## config.mk

```make
export PLATFORM = sky130hd
export DESIGN_NAME = pwm_share_top
export DESIGN_NICKNAME = d
export VERILOG_FILES = /design/src/rtl/pwm_share_pkg.sv /design/src/rtl/pwm_share_tick.sv /design/src/rtl/pwm_share_ctrl.sv /design/src/rtl/pwm_share_dp.sv /design/src/rtl/pwm_share_top.sv
export SDC_FILE = /design/constraint.sdc
export NUM_CORES = 1
export LEC_CHECK = 0
export ABC_AREA = 1
export BUFFER_PORTS_ARGS = -buffer_cell sky130_fd_sc_hd__buf_4
export CORE_MARGIN = 5
export CORE_UTILIZATION = 65
export DETAILED_ROUTE_END_ITERATION = 6
export GPL_ROUTABILITY_DRIVEN = 1
export GPL_TIMING_DRIVEN = 0
export PLACE_DENSITY = 0.87
export SKIP_LAST_GASP = 1
export SLEW_MARGIN = 20
export SYNTH_ARGS = -nofsm -noshare
export SYNTH_HDL_FRONTEND = slang
export SYNTH_HIERARCHICAL = 1
export SYNTH_SLANG_ARGS = --single-unit
export TNS_END_PERCENT = 1
```

## constraint.sdc

```tcl
create_clock -name clk -period 4.68 [get_ports clk]
set_input_delay 0.234 -clock clk [delete_from_list [all_inputs] [get_ports clk]]
set_output_delay 0.234 -clock clk [all_outputs]
set_load 0.1 [all_outputs]
```

## src/rtl/pwm_share_pkg.sv

```systemverilog
package pwm_share_pkg;
  // Widest slot index carried between control and datapath (up to 16 slots).
  localparam int SLOT_W = 4;

  typedef enum logic [1:0] {
    ST_OK         = 2'd0,
    ST_BAD_PERIOD = 2'd1,
    ST_NO_SLOT    = 2'd2,
    ST_BAD_FLAGS  = 2'd3
  } status_e;

  // Strobes from control to datapath, valid in the request cycle.
  typedef struct packed {
    logic              apply;     // request accepted, update slot
    logic              toggling;  // duty strictly between 0% and 100%
    logic              level;     // static level when not toggling
    logic              stop;      // no active slot remains after this request
    logic [SLOT_W-1:0] slot;      // slot being written
  } strobe_t;
endpackage

```

## src/rtl/pwm_share_tick.sv

```systemverilog
module pwm_share_tick #(
  parameter int PS_W = 3
) (
  input  logic            clk,
  input  logic            rstN,
  input  logic            run,
  input  logic            restart,
  input  logic [PS_W-1:0] prescSel,
  output logic            tick
);
  localparam int DIV_W = (1 << PS_W) - 1;

  logic [DIV_W-1:0] divCnt;
  logic [DIV_W-1:0] divLimit;

  assign divLimit = DIV_W'((32'd1 << prescSel) - 32'd1);
  assign tick     = run && (divCnt == divLimit);

  always_ff @(posedge clk) begin
    if (!rstN) begin
      divCnt <= '0;
    end else if (restart) begin
      divCnt <= '0;
    end else if (run) begin
      divCnt <= tick ? '0 : divCnt + 1'b1;
    end
  end
endmodule

```

## src/rtl/pwm_share_ctrl.sv

```systemverilog
module pwm_share_ctrl
  import pwm_share_pkg::*;
#(
  parameter int NUM_CH = 3,
  parameter int ID_W   = 5,
  parameter int REQ_W  = 20,
  parameter int CNT_W  = 16,
  parameter int FLAG_W = 2,
  parameter int SIW    = 2
) (
  input  logic                   clk,
  input  logic                   rstN,
  input  logic                   reqValid,
  input  logic [ID_W-1:0]        reqId,
  input  logic [REQ_W-1:0]       reqPeriod,
  input  logic [REQ_W-1:0]       reqPulse,
  input  logic [FLAG_W-1:0]      reqFlags,
  input  logic [NUM_CH*ID_W-1:0] slotIds,
  input  logic [NUM_CH-1:0]      slotBound,
  input  logic [NUM_CH-1:0]      slotActive,
  input  logic [CNT_W-1:0]       periodReg,
  output strobe_t                strobes,
  output logic                   doneValid,
  output logic [1:0]             doneStatus,
  output logic [SIW-1:0]         doneSlot
);
  logic [NUM_CH-1:0] idMatch;
  logic              isStatic, tooLong, clash;
  logic              matchFound, freeFound;
  logic [SIW-1:0]    matchIdx, freeIdx, pickIdx;
  logic [NUM_CH-1:0] pickMask;
  status_e           status;

  for (genvar i = 0; i < NUM_CH; i++) begin : g_match
    assign idMatch[i] = slotBound[i] && (slotIds[i*ID_W +: ID_W] == reqId);
  end

  assign isStatic = (reqPulse == '0) || (reqPulse == reqPeriod);
  assign tooLong  = |reqPeriod[REQ_W-1:CNT_W];
  assign clash    = !isStatic && (|(slotActive & ~idMatch)) &&
                    (reqPeriod != REQ_W'(periodReg));

  // Lowest bound slot with the same id; highest inactive slot otherwise.
  always_comb begin
    matchFound = 1'b0;
    matchIdx   = '0;
    for (int i = NUM_CH - 1; i >= 0; i--) begin
      if (idMatch[i]) begin
        matchFound = 1'b1;
        matchIdx   = SIW'(i);
      end
    end
    freeFound = 1'b0;
    freeIdx   = '0;
    for (int i = 0; i < NUM_CH; i++) begin
      if (!slotActive[i]) begin
        freeFound = 1'b1;
        freeIdx   = SIW'(i);
      end
    end
  end

  assign pickIdx  = matchFound ? matchIdx : freeIdx;
  assign pickMask = NUM_CH'(1) << pickIdx;

  always_comb begin
    if (reqFlags != '0)                 status = ST_BAD_FLAGS;
    else if (clash || tooLong)          status = ST_BAD_PERIOD;
    else if (!matchFound && !freeFound) status = ST_NO_SLOT;
    else                                status = ST_OK;
  end

  always_comb begin
    strobes          = '0;
    strobes.apply    = reqValid && (status == ST_OK);
    strobes.toggling = !isStatic;
    strobes.level    = (reqPulse != '0);
    strobes.stop     = isStatic && !(|(slotActive & ~pickMask));
    strobes.slot     = SLOT_W'(pickIdx);
  end

  always_ff @(posedge clk) begin
    if (!rstN) begin
      doneValid  <= 1'b0;
      doneStatus <= 2'd0;
      doneSlot   <= '0;
    end else begin
      doneValid  <= reqValid;
      doneStatus <= status;
      doneSlot   <= (reqValid && status == ST_OK) ? pickIdx : '0;
    end
  end
endmodule

```

## src/rtl/pwm_share_dp.sv

```systemverilog
module pwm_share_dp
  import pwm_share_pkg::*;
#(
  parameter int NUM_CH = 3,
  parameter int ID_W   = 5,
  parameter int CNT_W  = 16
) (
  input  logic                   clk,
  input  logic                   rstN,
  input  strobe_t                strobes,
  input  logic [ID_W-1:0]        reqId,
  input  logic [CNT_W-1:0]       reqPeriod,
  input  logic [CNT_W-1:0]       reqPulse,
  input  logic                   tick,
  output logic                   restart,
  output logic                   running,
  output logic [NUM_CH-1:0]      slotActive,
  output logic [NUM_CH-1:0]      slotBound,
  output logic [NUM_CH*ID_W-1:0] slotIds,
  output logic [CNT_W-1:0]       periodReg,
  output logic [NUM_CH-1:0]      pwmOut
);
  logic [CNT_W-1:0] cnt, nextVal;
  logic             wrapEvt, step;

  assign restart = strobes.apply && strobes.toggling;
  assign step    = tick && !restart;
  assign nextVal = cnt + 1'b1;
  assign wrapEvt = (nextVal == periodReg);

  always_ff @(posedge clk) begin
    if (!rstN) begin
      cnt       <= '0;
      running   <= 1'b0;
      periodReg <= '0;
    end else if (restart) begin
      cnt       <= '0;
      running   <= 1'b1;
      periodReg <= reqPeriod;
    end else begin
      if (strobes.apply && strobes.stop) running <= 1'b0;
      if (step) cnt <= wrapEvt ? '0 : nextVal;
    end
  end

  for (genvar i = 0; i < NUM_CH; i++) begin : g_slot
    logic [CNT_W-1:0] pulseReg;
    logic [ID_W-1:0]  idReg;
    logic             activeReg, boundReg, outReg, hit;

    assign hit = strobes.apply && (strobes.slot == SLOT_W'(i));

    always_ff @(posedge clk) begin
      if (!rstN) begin
        pulseReg  <= '0;
        idReg     <= '0;
        activeReg <= 1'b0;
        boundReg  <= 1'b0;
        outReg    <= 1'b0;
      end else if (hit) begin
        boundReg  <= 1'b1;
        idReg     <= reqId;
        activeReg <= strobes.toggling;
        pulseReg  <= strobes.toggling ? reqPulse : '0;
        outReg    <= strobes.toggling ? 1'b1 : strobes.level;
      end else if (step && activeReg) begin
        outReg <= outReg ^ (nextVal == pulseReg) ^ wrapEvt;
      end
    end

    assign slotActive[i]               = activeReg;
    assign slotBound[i]                = boundReg;
    assign slotIds[i*ID_W +: ID_W]     = idReg;
    assign pwmOut[i]                   = outReg;
  end
endmodule

```

## src/rtl/pwm_share_top.sv

```systemverilog
module pwm_share_top
  import pwm_share_pkg::*;
#(
  parameter int NUM_CH = 3,
  parameter int ID_W   = 5,
  parameter int REQ_W  = 20,
  parameter int CNT_W  = 16,
  parameter int FLAG_W = 2,
  parameter int PS_W   = 3,
  localparam int SIW   = (NUM_CH > 1) ? $clog2(NUM_CH) : 1
) (
  input  logic                   clk,
  input  logic                   rstN,
  input  logic [PS_W-1:0]        prescSel,
  input  logic                   reqValid,
  input  logic [ID_W-1:0]        reqId,
  input  logic [REQ_W-1:0]       reqPeriod,
  input  logic [REQ_W-1:0]       reqPulse,
  input  logic [FLAG_W-1:0]      reqFlags,
  output logic                   doneValid,
  output logic [1:0]             doneStatus,
  output logic [SIW-1:0]         doneSlot,
  output logic [NUM_CH-1:0]      pwmOut,
  output logic                   cntRunning,
  output logic [NUM_CH*ID_W-1:0] boundIds
);
  strobe_t           strobes;
  logic [NUM_CH-1:0] slotActive, slotBound;
  logic [CNT_W-1:0]  periodReg;
  logic              tick, restart;

  pwm_share_ctrl #(
    .NUM_CH(NUM_CH), .ID_W(ID_W), .REQ_W(REQ_W),
    .CNT_W(CNT_W), .FLAG_W(FLAG_W), .SIW(SIW)
  ) u_ctrl (
    .clk(clk), .rstN(rstN), .reqValid(reqValid), .reqId(reqId),
    .reqPeriod(reqPeriod), .reqPulse(reqPulse), .reqFlags(reqFlags),
    .slotIds(boundIds), .slotBound(slotBound), .slotActive(slotActive),
    .periodReg(periodReg), .strobes(strobes), .doneValid(doneValid),
    .doneStatus(doneStatus), .doneSlot(doneSlot)
  );

  pwm_share_dp #(
    .NUM_CH(NUM_CH), .ID_W(ID_W), .CNT_W(CNT_W)
  ) u_dp (
    .clk(clk), .rstN(rstN), .strobes(strobes), .reqId(reqId),
    .reqPeriod(reqPeriod[CNT_W-1:0]), .reqPulse(reqPulse[CNT_W-1:0]),
    .tick(tick), .restart(restart), .running(cntRunning),
    .slotActive(slotActive), .slotBound(slotBound), .slotIds(boundIds),
    .periodReg(periodReg), .pwmOut(pwmOut)
  );

  pwm_share_tick #(.PS_W(PS_W)) u_tick (
    .clk(clk), .rstN(rstN), .run(cntRunning), .restart(restart),
    .prescSel(prescSel), .tick(tick)
  );
endmodule

```

Yosys cells after proc, flatten, opt, wreduce, memory -nomap -nowiden
Cells that the tools add are included.
- output and inout port bits: 24
- register bits: 117
- input bits: 53
- logic and storage cells: 116
- equal/unequal tests: 12
- reduce and logical (&&, ||, !) cells: 39
- bitwise gates (word level): 11
- shifts and indexed selects: 2
- $add $sub $neg: 3
- muxes and demuxes: 27
- operators by type and width (cell ; count):
    $eq A16 B16 Y1 ; 4
    $mux W16 ; 2
    $eq A20 B20 Y1 ; 1
    $logic_not A20 Y1 ; 1
    $ne A20 B16 Y1 ; 1
    $reduce_bool A20 Y1 ; 1
    $logic_and A1 B1 Y1 ; 18
    $add A16 B1 Y16 const B ; 1
    $mux W1 ; 16
    $mux W2 ; 8
    $eq A5 B5 Y1 ; 3
    $reduce_bool A2 Y1 ; 5
    $add A7 B1 Y7 const B ; 1
    $eq A7 B7 Y1 ; 1
    $mux W7 ; 1
    $shl A1 B3 Y7 const A ; 1
    $sub A7 B1 Y7 const B ; 1
    $and A3 B3 Y3 ; 2
    $not A3 Y3 ; 2
    $reduce_or A3 Y1 ; 2
    $xor A1 B1 Y1 ; 6
    $logic_not A1 Y1 ; 5
    $logic_not A4 Y1 ; 1
    $reduce_or A4 Y1 ; 1
    8 further kinds ; 9

Longest topological paths before layout
Gate-level depths: netlist (run 1).
- depth in word-level cells: 18
- mapped depth: 20
- mapped depth without buffers: 20

Modules after synthesis
The synthesis (run 1) kept the hierarchy.
- modules (own cells, without submodules) (module ; cells each ; area each (µm²) ; seq. area each (µm²) ; times used):
    pwm_share_dp ; 875 ; 5721.7 ; 2102.0 ; 1
    pwm_share_ctrl ; 225 ; 1146.1 ; 100.1 ; 1
    pwm_share_tick ; 87 ; 575.6 ; 140.1 ; 1

Worst setup path after synthesis (run 1)
Ideal clock, no wire load.
- path kind: register to register
- from: reg u_dp.g_slot[1].idReg[0]
- to: reg u_dp.g_slot[1].outReg
- period minus slack after synthesis: 3.233 ns
- required time: 4.558 ns
- arrival: 3.111 ns
- cell stages (with the launch flop): 17
- setup time: 0.122 ns
- path slack: 1.447 ns
- buffers on the path: 0
- cells stage by stage: dfxtp_1 inv_1 nor2_1 nor2_1 nand3_1 nand2_1 nor2_1 nor2_2 nand4_2 inv_1 nand2_1 inv_1 nor2_1 clkinv_1 o21ai_0 a21boi_0 a21oi_2
- RTL lines (item ; line ; RTL):
    from (decl) ; pwm_share_dp.sv:48 ; logic [ID_W-1:0] idReg;
    from (signal assigned) ; pwm_share_dp.sv:62 ; idReg <= reqId;
    to (signal assigned) ; pwm_share_dp.sv:65 ; outReg <= strobes.toggling ? 1'b1 : strobes.level;
    to (signal assigned) ; pwm_share_dp.sv:67 ; outReg <= outReg ^ (nextVal == pulseReg) ^ wrapEvt;
    to (decl) ; pwm_share_dp.sv:49 ; logic activeReg, boundReg, outReg, hit;

==> results of run 1 <==
-- power by group through the flow --
stage	clock network [uW]	registers, uW	logic [uW]
final	1430	1000	177
after global routing	1490	1000	193
after CTS	1440	1000	174
after detailed placement	0	1020	173
after global placement	0	1020	169
after floorplan	0	1040	83.3
-- cell usage after synthesis (all sizes together) (2+ instances only) --
master / n
a211oi: 2
a21boi: 2
a21oi: 106
buf: 24
clkbuf: 25
clkinv: 3
dfxtp: 117
ha: 2
inv: 166
nand2: 346
nand3: 93
nand3b: 6
nand4: 25
nor2: 128
nor3: 5
o21ai: 81
or2: 7
xnor2: 23
xor2: 20
-- final timing paths --
path	start	slack [ns]	end
setup / recovery	u_dp/g_slot[0].idReg[1]$_SDFFE_PN0P_	0.98	u_dp/g_slot[1].outReg$_SDFFE_PN0P_
hold / removal	reqValid	0.03	u_ctrl/doneValid$_SDFF_PN0_
setup reg to reg	u_dp/g_slot[0].idReg[1]$_SDFFE_PN0P_	0.98	u_dp/g_slot[1].outReg$_SDFFE_PN0P_
hold reg to reg	u_dp/g_slot[2].boundReg$_SDFFE_PN0P_	0.46	u_dp/g_slot[2].boundReg$_SDFFE_PN0P_
-- per-stage QoR --
step	total power, uW	hold slack (ns)	utilization [%]	setup slack, ns	instance area, sq um
5_1_grt	2680	0.0456	78.1	0.839	8840
3_3_place_gp	1190	0.425	72.3	1.23	8190
6_report	2610	0.0277	78.1	0.981	8840
3_5_place_dp	1200	0.450	72.3	1.19	8190
4_1_cts	2610	0.0195	78.1	1.18	8840
2_1_floorplan	1120	0.327	-	1.45	7450
-- cells by family after synthesis --
| kind of cell | share of synthesized area, % |
|---|---|
| AND/OR/NAND/NOR | 37.1 |
| buffers and inverters | 12.3 |
| AO/OA/AOI/OAI | 13.4 |
| flip-flops | 31.5 |
| XOR/XNOR | 5.38 |
| adder cells (fa/ha/maj) | 0.336 |
| other | 0.0504 |
-- layout make-up --
type	count	area share (%)
tap	143	2.02
clock buffer	23	5.41
clock inverter	9	1.95
multi-input combinational	853	47.4
sequential	117	26.5
timing repair buffer	75	6.37
inverter	169	7.18
buffer	49	3.14
-- sequential cells by signal, summed over array words and instances (netlist names), 2 cells and up --
register	flops
u_dp/periodReg	16
u_dp/g_slot.outReg	3
u_dp/g_slot.activeReg	3
u_ctrl/doneSlot	2
u_ctrl/doneStatus	2
u_dp/g_slot.idReg	15
u_dp/g_slot.pulseReg	48
u_dp/cnt	16
u_tick/divCnt	7
u_dp/g_slot.boundReg	3
-- metal layers --
layer | up-vias | GRT usage (%) | wire [microns]
met5 | - | 0 | 0
met4 | 0 | 13.8 | 690
met3 | 73 | 5.96 | 2730
met2 | 523 | 52.9 | 10200
met1 | 3651 | 43.2 | 8780
li1 | 3920 | - | -
-- worst register-to-register path, stage by stage (launching register included) --
cell      delay [ns]
dfxtp_1         0.38
nand2_1         0.10
o21ai_1         0.08
nor2_1          0.07
nand3_1         0.17
nand2_1         0.08
nor2_1          0.21
nor2_2          0.06
nand4_2         0.11
inv_1           0.09
nand2_1         0.23
inv_1           0.17
nor2_1          0.45
clkinv_1        0.50
o21ai_0         0.53
a21boi_0        0.28
a21oi_2         0.08
==> metrics, run 1 <==
status finished clean; ANT cells 0; routed wire length approximately 22000 microns; port bufs 75; Total GRT Usage between 30% and 40%; worst path cell trace nand2_1 -> o21ai_1 -> nor2_1 -> nand3_1 -> nand2_1 -> nor2_1 -> nor2_2 -> nand4_2 -> inv_1 -> nand2_1 -> inv_1 -> nor2_1 -> clkinv_1 -> o21ai_0 -> a21boi_0 -> a21oi_2; hpwl dp between 15000 and 20000 microns; clock network power share 54.8%; Gate Count Post-Synth ~1200; worst relative slew slack a little under three fifths; CTS H-tree depth 4; die area approximately 0.014 sq mm; grt total ovfl 0; syn_area_per_cell 6.27 sq um; Leak roughly 0.0041 uW; final setup TNS 0 ns; global-route wire length before repair 35000 microns; Worst path slowest cell o21ai_0; flops & latches, synth about 120; unrepaired setup endpoints after global routing false; Required @ worst endpoint between 4 and 5 ns; share of synthesized registers carrying an async set or reset 0%; synth top area cells dfxtp_1 (31%), nand2_1 (16%), inv_1 (7.8%), a21oi_1 (7.0%), nand3_1 (5.6%); Die W about 120 microns; Hold Crit Class input port to flip-flop; final non-filler cell total about 1400; # setup viols final 0; critical path buffer and inverter count 3; routability cong. around 0.9; Post-Syn Area 0.00744 sq mm; Flop pwr share between 30% and 40%; fillers between 800 and 900; clock slew seen by the registers of the worst setup and hold paths about 0.050 ns; drt drc 0; number of max-cap violations 0; post-DR vias/cell between 5 and 6; Synth Flop Type dfxtp_1; TritonCTS clock tree built; commonest non-fill, non-tap cell in the layout nand2_1; EDFF count, synth 0; placed instance count around 1400; final slew viol count 0; DR pass1 iterations 6; initial antenna violation count 0; element type at the critical path end flip-flop; CP max FO 10; Critical Path Source Type flip-flop; CP delay by family, top simple AND/OR/NAND/NOR gates; Comb pwr share 6.8%; Final period util 79.0%; TritonCTS Buffers 17; area share of the largest cell type after synthesis roughly a third; via count between 8000 and 9000; Storage cell area between 0.002 and 0.0025 sq mm; Clock Sinks 117; Cell Pwr Density 295 mW/mm^2; switching portion of total power a little over a fifth; Max Freq 270 MHz; Final Skew 0.00445 ns; CTS max path bufs 2; Max stage delay on crit path 0.53 ns; critical path arrival about 4 ns; share of layout cells above drive strength 1 between 15 and 20%; synth-to-layout area growth 18.8%; number of global-route vias before repair between 7000 and 8000; Post-CTS Setup Repair Bufs 0; hold path cells 3; pin count of the biggest net entering global routing 17; Crit. path cell count 16; Psw about 560 uW; Final #Nets around 1300; Ports between 70 and 80; Ys Warns 6; Initial Utilization roughly 66%; Routed wire per std cell ~16 microns; hold_buf cts 0; DRT iter0 DRCs approximately 1100; clock root buffer clkbuf_16; Setup CP Type flip-flop to flip-flop; sequential element share of the synthesized area between 30% and 40%; worst vdd ir approximately 0.22 mV; Worst R2R Path Depth 16; Die Y about 120 microns; post-synth top area cell dfxtp_1; Int Power 2050 uW; final hold viol count 0; commonest non-fill, non-tap cells in the layout nand2_1 (324), inv_1 (155), dfxtp_1 (117), nor2_1 (108), a21oi_1 (104); DRT antenna net count 0; clk_lat worst skew 0.41 ns; crit path time final around 3.7 ns; area of the multi-input gates ~0.0042 sq mm; Slew @ Worst Pin between 0.6 and 0.7 ns; Site Rows 39; Core Area about 0.011 sq mm; Synth cell types 41; cts repair resizes 0
Power figures use the tool's default switching activity.
==> inputs of run 2 (changes only) <==
--- a/config.mk
+++ b/config.mk
@@ -5,14 +5,14 @@
 export SDC_FILE = /design/constraint.sdc
 export NUM_CORES = 1
 export LEC_CHECK = 0
-export ABC_AREA = 1
+export ABC_AREA = 0
 export BUFFER_PORTS_ARGS = -buffer_cell sky130_fd_sc_hd__buf_4
 export CORE_MARGIN = 5
-export CORE_UTILIZATION = 65
+export CORE_UTILIZATION = 54
 export DETAILED_ROUTE_END_ITERATION = 6
 export GPL_ROUTABILITY_DRIVEN = 1
 export GPL_TIMING_DRIVEN = 0
-export PLACE_DENSITY = 0.87
+export PLACE_DENSITY = 0.77
 export SKIP_LAST_GASP = 1
 export SLEW_MARGIN = 20
 export SYNTH_ARGS = -nofsm -noshare
==> constraint.sdc (replaced) <==
create_clock -name clk -period 3.07 [get_ports clk]
set_input_delay 0.1535 -clock clk [delete_from_list [all_inputs] [get_ports clk]]
set_output_delay 0.1535 -clock clk [all_outputs]
set_load 0.1 [all_outputs]
==> metrics, run 2 <==
unrepaired setup endpoints after global routing true; Slew @ Worst Pin around 0.63 ns; hold path cells 3; CP max FO 10; synth-to-layout area growth 25.6%; Clock Sinks 117; biggest regs u_dp/g_slot.pulseReg x48, u_dp/cnt x16, u_dp/periodReg x16; TritonCTS Buffers 17; sequential element share of the synthesized area between 30 and 40%; EDFF count, synth 0; worst vdd ir around 0.48 mV; commonest non-fill, non-tap cell in the layout nand2_1; element type at the critical path end flip-flop; Gate Count Post-Synth approximately 900; Reg2Reg Capture Point u_dp/cnt[4]$_SDFFE_PP0P_; Die W ~130 microns; flops & latches, synth between 100 and 150; clock network power share approximately 51%; max reg flops 48; post-route cell area about 0.0091 sq mm; post-synth top area cell dfxtp_1; Pwr Total roughly 3700 uW; failing checks negative setup slack; Final WS setup -0.0859 ns; Post-Syn Area a little over 0.007 sq mm; clock slew seen by the registers of the worst setup and hold paths 0.05 ns; number of max-cap violations 0; Final period util 103%; routed wire length 23300 microns; fillers about 1100; mux share of post-synthesis cell area 0.277%; syn_area_per_cell ~8.1 sq um; Routed wire per std cell about 20 microns; synth top area cells dfxtp_1 (32%), a21boi_0 (8.5%), xnor2_1 (8.4%), xor2_1 (8.0%), nand2_1 (7.6%); Initial Utilization between 50% and 60%; Psw ~850 uW; Worst path slowest cell a2111oi_0; internal reg-to-reg setup slack -0.09 ns; Synth Area in Simple Gates a little over a quarter; Comb pwr share approximately 7.4%; Max stage delay on crit path roughly 0.5 ns; die area approximately 0.016 sq mm; global-route wire length before repair roughly 35000 microns; initial antenna violation count 0; most frequent cell after synthesis nand2_1; Setup CP Type flip-flop to flip-flop; Critical Path Source Type flip-flop; routability cong. between 0.9 and 1; commonest non-fill, non-tap cells in the layout nand2_1 (145), buf_4 (109), dfxtp_1 (101), a21boi_0 (80), nand3_1 (75); worst path cell trace buf_4 -> nand4_1 -> buf_4 -> nor3_4 -> nor3b_1 -> a2111oi_0 -> o211ai_1 -> nor4_4 -> buf_6 -> nor2_2 -> a22oi_1 -> nor2_1; final slew viol count 0; Cell Pwr Density between 400 and 500 mW/mm^2; crit path time final around 3.2 ns; pin count of the biggest net entering global routing 17; Max Freq 317 MHz; CP most frequent cell buf_4; DRT iter0 DRCs around 760; worst relative slew slack about 58%; Hold Crit Class input port to flip-flop; Int Power ~2800 uW; Total GRT Usage 28.3%; switching portion of total power around 23%; clock root buffer clkbuf_16; Site Rows 42; Synth Flop Type dfxtp_1; critical path arrival approximately 3.5 ns; drt drc 0; TritonCTS clock tree built; XOR/XNOR share of the synthesized area between 10% and 20%; share of synthesized registers carrying an async set or reset 0%; CTS H-tree depth 4; worst hold margin 0.0338 ns; hpwl dp approximately 16000 microns; CTS max path bufs 2; Post-Synth Adder-Cell Area 0.347%; Final #Nets 1060; DP Area just over 0.008 sq mm; Worst R2R Path Depth 12; port bufs 76; Die Y about 130 microns; share of layout cells above drive strength 1 around 22%; Flop pwr share 41.3%; DR pass1 iterations 6; Required @ worst endpoint between 3 and 4 ns; DRT antenna net count 0; final setup TNS -0.413 ns; hold_sp reqPeriod[9]; clk_lat worst skew 0.42 ns; Leak 0.00332 uW; area share of the largest cell type after synthesis roughly a third; area of the multi-input gates 0.00477 sq mm; via count about 7200; Synth cell types 66; Ports between 70 and 80; # setup viols final 9; status finished with violations; post-DR vias/cell between 6 and 7; final hold viol count 0; Hold EP u_dp/periodReg[9]$_SDFFE_PN0P_; number of global-route vias before repair approximately 6700; Reg with most FFs u_dp/g_slot.pulseReg; Storage cell area ~0.0024 sq mm; Final Skew around 0.007 ns; Compound-Gate Fraction of Synth Area between 10% and 20%; Ys Warns 6; main combinational cell family by area after synthesis simple AND/OR/NAND/NOR gates; Core Area between 0.01 and 0.015 sq mm; ANT cells 0; grt total ovfl 0; R2R Path Start u_dp/cnt[0]$_SDFFE_PP0P_; most frequent cells after synthesis nand2_1 (147), dfxtp_1 (117), a21boi_0 (82)
[run 2: cell families after synthesis]
group	after synthesis
DFF	117
adders and majority gates	2
other	1
AOI/OAI and AO/OA	181
and+or+nand+nor	377
muxes	2
xor gates and xnor gates	139
buffers and inverters	77
[run 2: worst max path at each step]
| stage | from | end | slack [ns] |
|---|---|---|---|
| 6_report | u_dp/cnt[0]$_SDFFE_PP0P_ | u_dp/cnt[4]$_SDFFE_PP0P_ | -0.09 |
| 2_1_floorplan | u_dp/cnt[1]$_SDFFE_PP0P_ | u_dp/g_slot[0].outReg$_SDFFE_PN0P_ | -0.02 |
| 3_5_place_dp | reqPulse[4] | u_dp/cnt[3]$_SDFFE_PP0P_ | -0.78 |
| 5_1_grt | u_dp/cnt[0]$_SDFFE_PP0P_ | u_dp/cnt[7]$_SDFFE_PP0P_ | -0.20 |
| 4_1_cts | u_dp/cnt[1]$_SDFFE_PP0P_ | u_dp/g_slot[2].outReg$_SDFFE_PN0P_ | -0.11 |
| 3_3_place_gp | reqPulse[14] | u_dp/cnt[4]$_SDFFE_PP0P_ | -0.70 |
[run 2: power groups by stage]
stage,Sequential (uW),Clock (uW),Combinational [uW]
2_1_floorplan,1570,0,108
3_3_place_gp,1560,0,260
3_5_place_dp,1560,0,263
4_1_cts,1520,1910,267
5_1_grt,1520,1980,287
6_report,1520,1890,274
[run 2: per-stage QoR]
stage | worst slack (ns) | utilization [%] | cells
finish | -0.0859 | 68.7 | 1193
global route | -0.198 | 68.7 | 1193
CTS | -0.112 | 66.8 | 1188
detailed placement | -0.780 | 61.0 | 1149
global placement | -0.698 | 61.0 | 1149
floorplan | -0.0200 | - | 897
[run 2: final cells by class]
class	count	area share [%]
Timing Repair Buffer	96	8.21
Clock inverter	9	1.16
Multi-Input combinational cell	703	52.7
Buffer	60	3.80
Tap cell	176	2.43
Clock buffer	22	5.01
Sequential cell	117	26.3
Inverter	10	0.469
[run 2: critical path, delay by kind of cell, from the launching register on]
kind | cells | cell delay, ns
DFF | 1 | 0.38
AOI/OAI and AO/OA | 3 | 0.95
and+or+nand+nor | 6 | 1.02
buffers and inverters | 3 | 0.66
[run 2: timing repair]
item / in CTS / in global routing
pin swaps: 5 / 7
endpoints found under the setup margin: 98 / 98
gates resized for setup: 34 / 60
hold buffers: 3 / 0
hold endpoints to repair: 2 / 0
setup buffers: 6 / 11
[run 2: per-layer routing]
| metal | up-vias | track usage [%] | share of wire (%) |
|---|---|---|---|
| met3 | 74 | 6.73 | 7.7 |
| li1 | 3358 | - | - |
| met4 | 0 | 10.7 | 3.3 |
| met2 | 375 | 45.3 | 48 |
| met1 | 3403 | 37.2 | 41 |
| met5 | - | 0 | 0 |
